### config.mk
export PLATFORM = sky130hd
export DESIGN_NAME = interval_timer
export DESIGN_NICKNAME = d
export VERILOG_FILES = /design/src/rtl/interval_timer.sv
export SDC_FILE = /design/constraint.sdc
export NUM_CORES = 1
export LEC_CHECK = 0
export BUFFER_PORTS_ARGS = -buffer_cell sky130_fd_sc_hd__buf_4
export CORE_ASPECT_RATIO = 1.5
export CORE_MARGIN = 2
export CORE_UTILIZATION = 51
export CTS_CLUSTER_DIAMETER = 100
export DETAILED_ROUTE_END_ITERATION = 12
export PLACE_DENSITY = 0.77
export SLEW_MARGIN = 25
export SYNTH_ARGS = -nofsm -noshare
export SYNTH_HDL_FRONTEND = slang
export SYNTH_SLANG_ARGS = --single-unit
### constraint.sdc
create_clock -name clk -period 2.5 [get_ports clk]
set_input_delay 0.5 -clock clk [delete_from_list [all_inputs] [get_ports clk]]
set_output_delay 0.5 -clock clk [all_outputs]
set_load 0.1 [all_outputs]
### src/rtl/interval_timer.sv
module interval_timer #(
  parameter int DATA_W = 32,
  parameter int ADDR_W = 4
) (
  input  logic              clk,
  input  logic              rst_n,
  input  logic [ADDR_W-1:0] bus_addr,
  input  logic              bus_we,
  input  logic [DATA_W-1:0] bus_wdata,
  output logic [DATA_W-1:0] bus_rdata,
  input  logic              tick_slow,
  input  logic              tick_fast,
  output logic              irq
);
  localparam logic [ADDR_W-1:0] A_LOAD  = ADDR_W'(0);
  localparam logic [ADDR_W-1:0] A_COUNT = ADDR_W'(4);
  localparam logic [ADDR_W-1:0] A_CTRL  = ADDR_W'(8);
  localparam logic [ADDR_W-1:0] A_CLEAR = ADDR_W'(12);
  localparam int EN_BIT = 0, MODE_BIT = 1, SEL_BIT = 4;

  logic [DATA_W-1:0] reload_q, count_q;
  logic ctl_en, ctl_mode, ctl_sel, parked, irq_q;

  wire wr_load  = bus_we && bus_addr == A_LOAD;
  wire wr_ctrl  = bus_we && bus_addr == A_CTRL;
  wire wr_clear = bus_we && bus_addr == A_CLEAR;
  wire tick_hit = ctl_en && (ctl_sel ? tick_fast : tick_slow);
  wire frozen   = parked && !ctl_mode;
  wire at_zero  = count_q == '0;
  wire expire   = tick_hit && at_zero && !frozen && !wr_load;

  wire [DATA_W-1:0] ctrl_word = {{(DATA_W-SEL_BIT-1){1'b0}}, ctl_sel, 2'b00, ctl_mode, ctl_en};

  assign bus_rdata = bus_addr == A_LOAD  ? reload_q :
                     bus_addr == A_COUNT ? count_q  :
                     bus_addr == A_CTRL  ? ctrl_word : '0;
  assign irq = irq_q;

  always_ff @(posedge clk) begin
    if (!rst_n) begin
      reload_q <= '0;
      ctl_en   <= 1'b0;
      ctl_mode <= 1'b0;
      ctl_sel  <= 1'b0;
    end else begin
      if (wr_load) reload_q <= bus_wdata;
      if (wr_ctrl) begin
        ctl_en   <= bus_wdata[EN_BIT];
        ctl_mode <= bus_wdata[MODE_BIT];
        ctl_sel  <= bus_wdata[SEL_BIT];
      end
    end
  end

  always_ff @(posedge clk) begin
    if (!rst_n) begin
      count_q <= '0;
      parked  <= 1'b0;
    end else if (wr_load) begin
      count_q <= bus_wdata;
      parked  <= 1'b0;
    end else if (tick_hit && !frozen) begin
      if (at_zero) begin
        count_q <= ctl_mode ? reload_q : '0;
        parked  <= !ctl_mode;
      end else begin
        count_q <= count_q - 1'b1;
      end
    end
  end

  always_ff @(posedge clk) begin
    if (!rst_n)        irq_q <= 1'b0;
    else if (expire)   irq_q <= 1'b1;
    else if (wr_clear) irq_q <= 1'b0;
  end

  AST_LOAD_COPIES: assert property (@(posedge clk) disable iff (!rst_n)
    wr_load |=> count_q == $past(bus_wdata));
  AST_HOLD_DISABLED: assert property (@(posedge clk) disable iff (!rst_n)
    !ctl_en && !wr_load |=> $stable(count_q));
  AST_EXPIRY_RAISES: assert property (@(posedge clk) disable iff (!rst_n)
    expire |=> irq);
  AST_PERIODIC_REFILL: assert property (@(posedge clk) disable iff (!rst_n)
    expire && ctl_mode |=> count_q == $past(reload_q));
  AST_ONESHOT_PARKED: assert property (@(posedge clk) disable iff (!rst_n)
    frozen && !wr_load |=> count_q == '0 && !$rose(irq));
  AST_CLEAR_DROPS: assert property (@(posedge clk) disable iff (!rst_n)
    wr_clear && !expire |=> !irq);
  AST_RISE_NEEDS_EXPIRY: assert property (@(posedge clk) disable iff (!rst_n)
    $rose(irq) |-> $past(expire));
  AST_NO_STRAY_TICK: assert property (@(posedge clk) disable iff (!rst_n)
    !wr_load && !tick_hit |=> $stable(count_q));
endmodule

# After elaboration in Yosys (flattened, before gate mapping)
# Cells that the tools add are included.
# totals
output_inout_bits,33
word_cells,40
regBits,69
# classes
eq_ne,3
n_reduce_logical,18
n_mux,10
addsub,1
bitwise_logic,1
# ops
operator,count
$mux W32,6
$logic_not A32 Y1,1
$sub A32 B1 Y32 const B,1
$logic_and A1 B1 Y1,9
$eq A4 B4 Y1 const B,2
$mux W5,1
$eq A4 B3 Y1 const B,1
$logic_not A4 Y1,1
$reduce_bool A2 Y1,2
$logic_not A1 Y1,3
$mux W1,3
$reduce_and A2 Y1,1
$reduce_or A2 Y1,1
$not A1 Y1,1

# Logic depth before layout (Yosys ltp)
# logic_depth
word_depth,6
depth_mapped,9

# Least setup slack after synthesis
# Ideal clock, no wire load.
# synth_path
path_type,input -> output
start,in bus_addr[2]
end,out bus_rdata[1]
path_stages,4
t_arrival_ps,3017
n_path_buf,1
path_slack_ps,-1017
required_ps,2000
path_cell_list,clkbuf_1 -> nor2b_1 -> a21oi_1 -> nor3_1
# synth_between
elab_chain_len,4
word_cells_on_any_way,6
classes_between,2 x eq/ne; 3 x mux; 1 x reduce/logical
# synth_lines
element,line_no,source
"start, declared",7,"input logic [ADDR_W-1:0] bus_addr,"
$eq A4 B4 Y1,36,bus_addr == A_CTRL ? ctrl_word : '0;
$mux W5,36,
$mux W32,35,bus_addr == A_COUNT ? count_q :
$mux W32 (*),34,assign bus_rdata = bus_addr == A_LOAD ? reload_q :
"end, declared",10,"output logic [DATA_W-1:0] bus_rdata,"
# Mark *: on every way between the ends. The rest lies on a longest branch, timed or not.

# Worst setup path in the final report
# layout_path
start,reg count_q[21]
end,reg count_q[22]
# layout_between
elab_chain_len,4
word_cells_on_any_way,5
classes_between,1 x add/sub; 3 x mux; 1 x reduce/logical
# layout_lines
element,line_no,source
"start, declared",21,"logic [DATA_W-1:0] reload_q, count_q;"
"start signal, assigned",60,count_q <= bus_wdata;
"start signal, assigned",64,count_q <= ctl_mode ? reload_q : '0;
"start signal, assigned",67,count_q <= count_q - 1'b1;
$sub A32 B1 Y32 or $logic_not A32 Y1 (tied branches),"67, 29",
$mux W32 (*),63,if (at_zero) begin
$mux W32 (*),62,end else if (tick_hit && !frozen) begin
$mux W32 (*),59,end else if (wr_load) begin
# Mark *: on every way between the ends. The rest lies on a longest branch, timed or not. The select of a mux whose other input is x is not followed.
# A chain may end at the register's enable or synchronous reset.

==> flow_metrics.py <==
metrics = {
    "status": {
        "status": "finished clean",
    },
    "final_layout": {
        "antenna_cells": 0,
        "drive_gt1_frac": 0.3257,
        "final_common_cell": "buf_4",
        "regArea_sq_um": 1381,
        "multi_input_area_sq_um": 2872,
        "fill_cells": 649,
        "final_cell_mix": "buf_4, nand2_1, dfxtp_1, a21oi_1, a21boi_0",
        "nets": 697,
        "area_growth_pct": 35.77,
    },
    "floorplan": {
        "die-area_sq_um": 9059,
        "io_pins": 74,
        "fp.dieH_um": 115.6,
        "start_util": 0.5253,
        "core_area_sq_um": 8058,
        "die_width_um": 78.39,
        "row_count": 40,
    },
    "synthesis": {
        "synth-edff-count": 0,
        "synth_warnings": 0,
        "synth_flop_cell": "dfxtp_1",
        "synth.net_count": 593,
        "syn_area_sq_um": 4233,
        "ys_seq_area_frac": 0.3263,
        "synth.distinct_cells": 61,
        "ys_ff_latch": 69,
        "synth_cells": 550,
        "ys_top_cells_by_area": "dfxtp_1, nand2_1, a21boi_0",
        "post_synth.cell_area_avg_sq_um": 7.696,
        "synth_top_area_frac": 0.3263,
        "synth_top_area_cell": "dfxtp_1",
        "async_flop_share": 0,
    },
    "worst_setup_path": {
        "timing.critical_path.buf_inv": 2,
        "crit_family": "simple AND/OR/NAND/NOR gates",
        "critPathSlowestCell": "or4_4",
        "cp_cell_sequence": "or4_4, or4_4, nor4b_4, buf_4, buf_4, a21oi_1, a2bb2oi_1, a2111oi_2",
        "arrival_ps": 2730,
        "startpoint_type": "flop",
        "crit_fanout": 3,
        "critPathKind": "flop to flop",
        "slowest_delay_ps": 530,
        "cp-end-kind": "flop",
        "crit_required_ps": 2730,
    },
    "flow_run": {
        "max-cap-violations": 0,
    },
    "sta": {
        "setup-violations-final": 0,
        "worst_slew_pin_slew_ps": 1081,
        "worst_hold_slack_ps": 428.0,
        "fin_crit_ps": 2499,
        "finalHoldViolations": 0,
        "rsz0062_at_grt": "true",
        "setup_slack_ps": 1.022,
        "slew_viol_final": 0,
        "clock.fmax_mhz": 400.2,
        "max-slew-margin-rel": 0.2767,
        "timing.final.crit_share": 0.9996,
        "finClkSkew_ps": 7.778,
    },
    "global_route": {
        "antenna_found_initial": 0,
        "gr-total-overflow": 0,
        "grt_pass1_vias": 4749,
        "grt_pass1_wl_um": 22800,
        "grt_use_total": 0.3172,
        "grt_max_degree": 44,
    },
    "pwr": {
        "intPower_mw": 2.278,
        "switchingPower_mw": 1.070,
        "leakage_nw": 2.390,
        "power_mw": 3.348,
        "irDropWorstVdd_mv": 0.4560,
        "sw_frac_of_total": 0.3196,
        "seqPwrFrac": 0.347,
        "p_comb_frac": 0.301,
        "pwr-share-clk": 0.353,
        "pwr_density_cell_nw_per_um2": 582.6,
    },
    "detailed_routing": {
        "drc_errors": 0,
        "drt_iter0_drc": 386,
        "routedWlPerCell_um": 18.37,
        "drt_first_pass_iters": 7,
        "ant_nets": 0,
        "drt_wl_total_um": 14000,
        "vias_per_cell": 6.257,
        "num_vias": 4768,
    },
    "clocking": {
        "root_buffer": "clkbuf_16",
        "clockBufferDepth": 2,
        "cts_buffers": 9,
        "cts.clk_slew.worst_paths_ps": 60,
        "clock_sinks": 69,
        "clock_latency_ps": 340,
        "cts_tree": "yes",
        "h-tree-depth": 3,
    },
    "placement": {
        "dp_hpwl_um": 9775,
        "portBuffers": 73,
        "gp_congestion": 0.9507,
        "place_ws_ps": -66.50,
    },
    "hold_path": {
        "hold_path.class": "input port to flop",
    },
}
per-stage QoR:
stage / cells / area, sq um / setup TNS [ps] / utilization
3_3_place_gp: 742 / 5364 / -362.0 / 0.6657
6_report: 762 / 5747 / 0 / 0.7132
5_1_grt: 762 / 5747 / -209.9 / 0.7132
4_1_cts: 758 / 5650 / 0 / 0.7012
2_1_floorplan: 550 / 4383 / -225.7 / -
3_5_place_dp: 742 / 5364 / -354.6 / 0.6657
metal layers:
| layer | vias up | GRT usage | share of wire |
|---|---|---|---|
| met3 | 48 | 0.04361 | 0.059 |
| li1 | 2246 | - | - |
| met2 | 205 | 0.5569 | 0.51 |
| met5 | - | 0 | 0 |
| met1 | 2269 | 0.3764 | 0.39 |
| met4 | 0 | 0.1649 | 0.037 |
synthesized netlist by cell type, types with 3 or more instances:
| library cell | number |
|---|---|
| a211oi_1 | 3 |
| a21boi_0 | 35 |
| a21oi_1 | 39 |
| a221oi_1 | 3 |
| a22o_1 | 29 |
| a2bb2oi_1 | 4 |
| a31oi_1 | 6 |
| and2_1 | 6 |
| and3_1 | 4 |
| buf_1 | 3 |
| buf_2 | 3 |
| clkbuf_1 | 36 |
| dfxtp_1 | 69 |
| inv_1 | 4 |
| mux2i_1 | 6 |
| nand2_1 | 97 |
| nand3_1 | 11 |
| nand4_1 | 5 |
| nor2_1 | 32 |
| nor2b_1 | 5 |
| nor3_1 | 22 |
| nor4_1 | 12 |
| o21ai_0 | 23 |
| o21ai_1 | 3 |
| o221ai_1 | 18 |
| o22a_1 | 3 |
| o31ai_1 | 3 |
| or2_2 | 3 |
| or3_1 | 7 |
| or4_1 | 7 |
| xnor2_1 | 4 |
| xor2_1 | 9 |
path summary, 6_finish.rpt:
check	start	to	slack [ps]	cells past startpoint
worst max-delay path	count_q[21]$_SDFFE_PN0P_	count_q[22]$_SDFFE_PN0P_	1	8
worst max register to register	count_q[21]$_SDFFE_PN0P_	count_q[22]$_SDFFE_PN0P_	1	8
worst min-delay path	bus_wdata[14]	reload_q[14]$_SDFFE_PN0P_	430	3
worst min register to register	reload_q[11]$_SDFFE_PN0P_	count_q[11]$_SDFFE_PN0P_	480	2
power by group through the flow:
stage / combinational, mW / sequential, mW / clock [mW]
2_1_floorplan: 0.553 / 1.18 / 0
3_3_place_gp: 0.912 / 1.18 / 0
3_5_place_dp: 0.932 / 1.18 / 0
4_1_cts: 0.948 / 1.16 / 1.18
5_1_grt: 1.09 / 1.16 / 1.23
6_report: 1.01 / 1.16 / 1.18
flip-flops by register name (all words and copies together) (netlist names):
signal    count
reload_q     32
count_q      32
ctl_sel       1
ctl_en        1
parked        1
ctl_mode      1
irq           1
worst register-to-register path, stage by stage, from the launching register on:
cell and delay, ps:
dfxtp_1 310, or4_4 530, or4_4 520, nor4b_4 250, buf_4 180, buf_4 110
a21oi_1 90, a2bb2oi_1 170, a2111oi_2 250
cells by family after synthesis:
logic type                 count (synthesis)  synth area share
and+or+nand+nor                          221            0.2527
AOI/OAI and AO/OA                        189            0.3225
DFF                                       69            0.3263
buffers and inverters                     49           0.04877
xor gates and xnor gates                  13           0.02690
muxes                                      7           0.01685
adders and majority gates                  2          0.005911
area by class of cell:
class,instances,share of cell area
Timing Repair Buffer,138,0.1881
Multi-Input combinational cell,432,0.4997
Tap cell,105,0.02286
Clock buffer,12,0.04463
Inverter,4,0.002613
Clock inverter,2,0.001742
Sequential cell,69,0.2404
what timing repair did:
action,4_1_cts,5_1_grt
pin swaps,1,4
resized for setup,2,17
buffers inserted,2,4
hold buffers,0,0
endpoints found under the setup margin,14,22
Power figures use the tool's default switching activity.
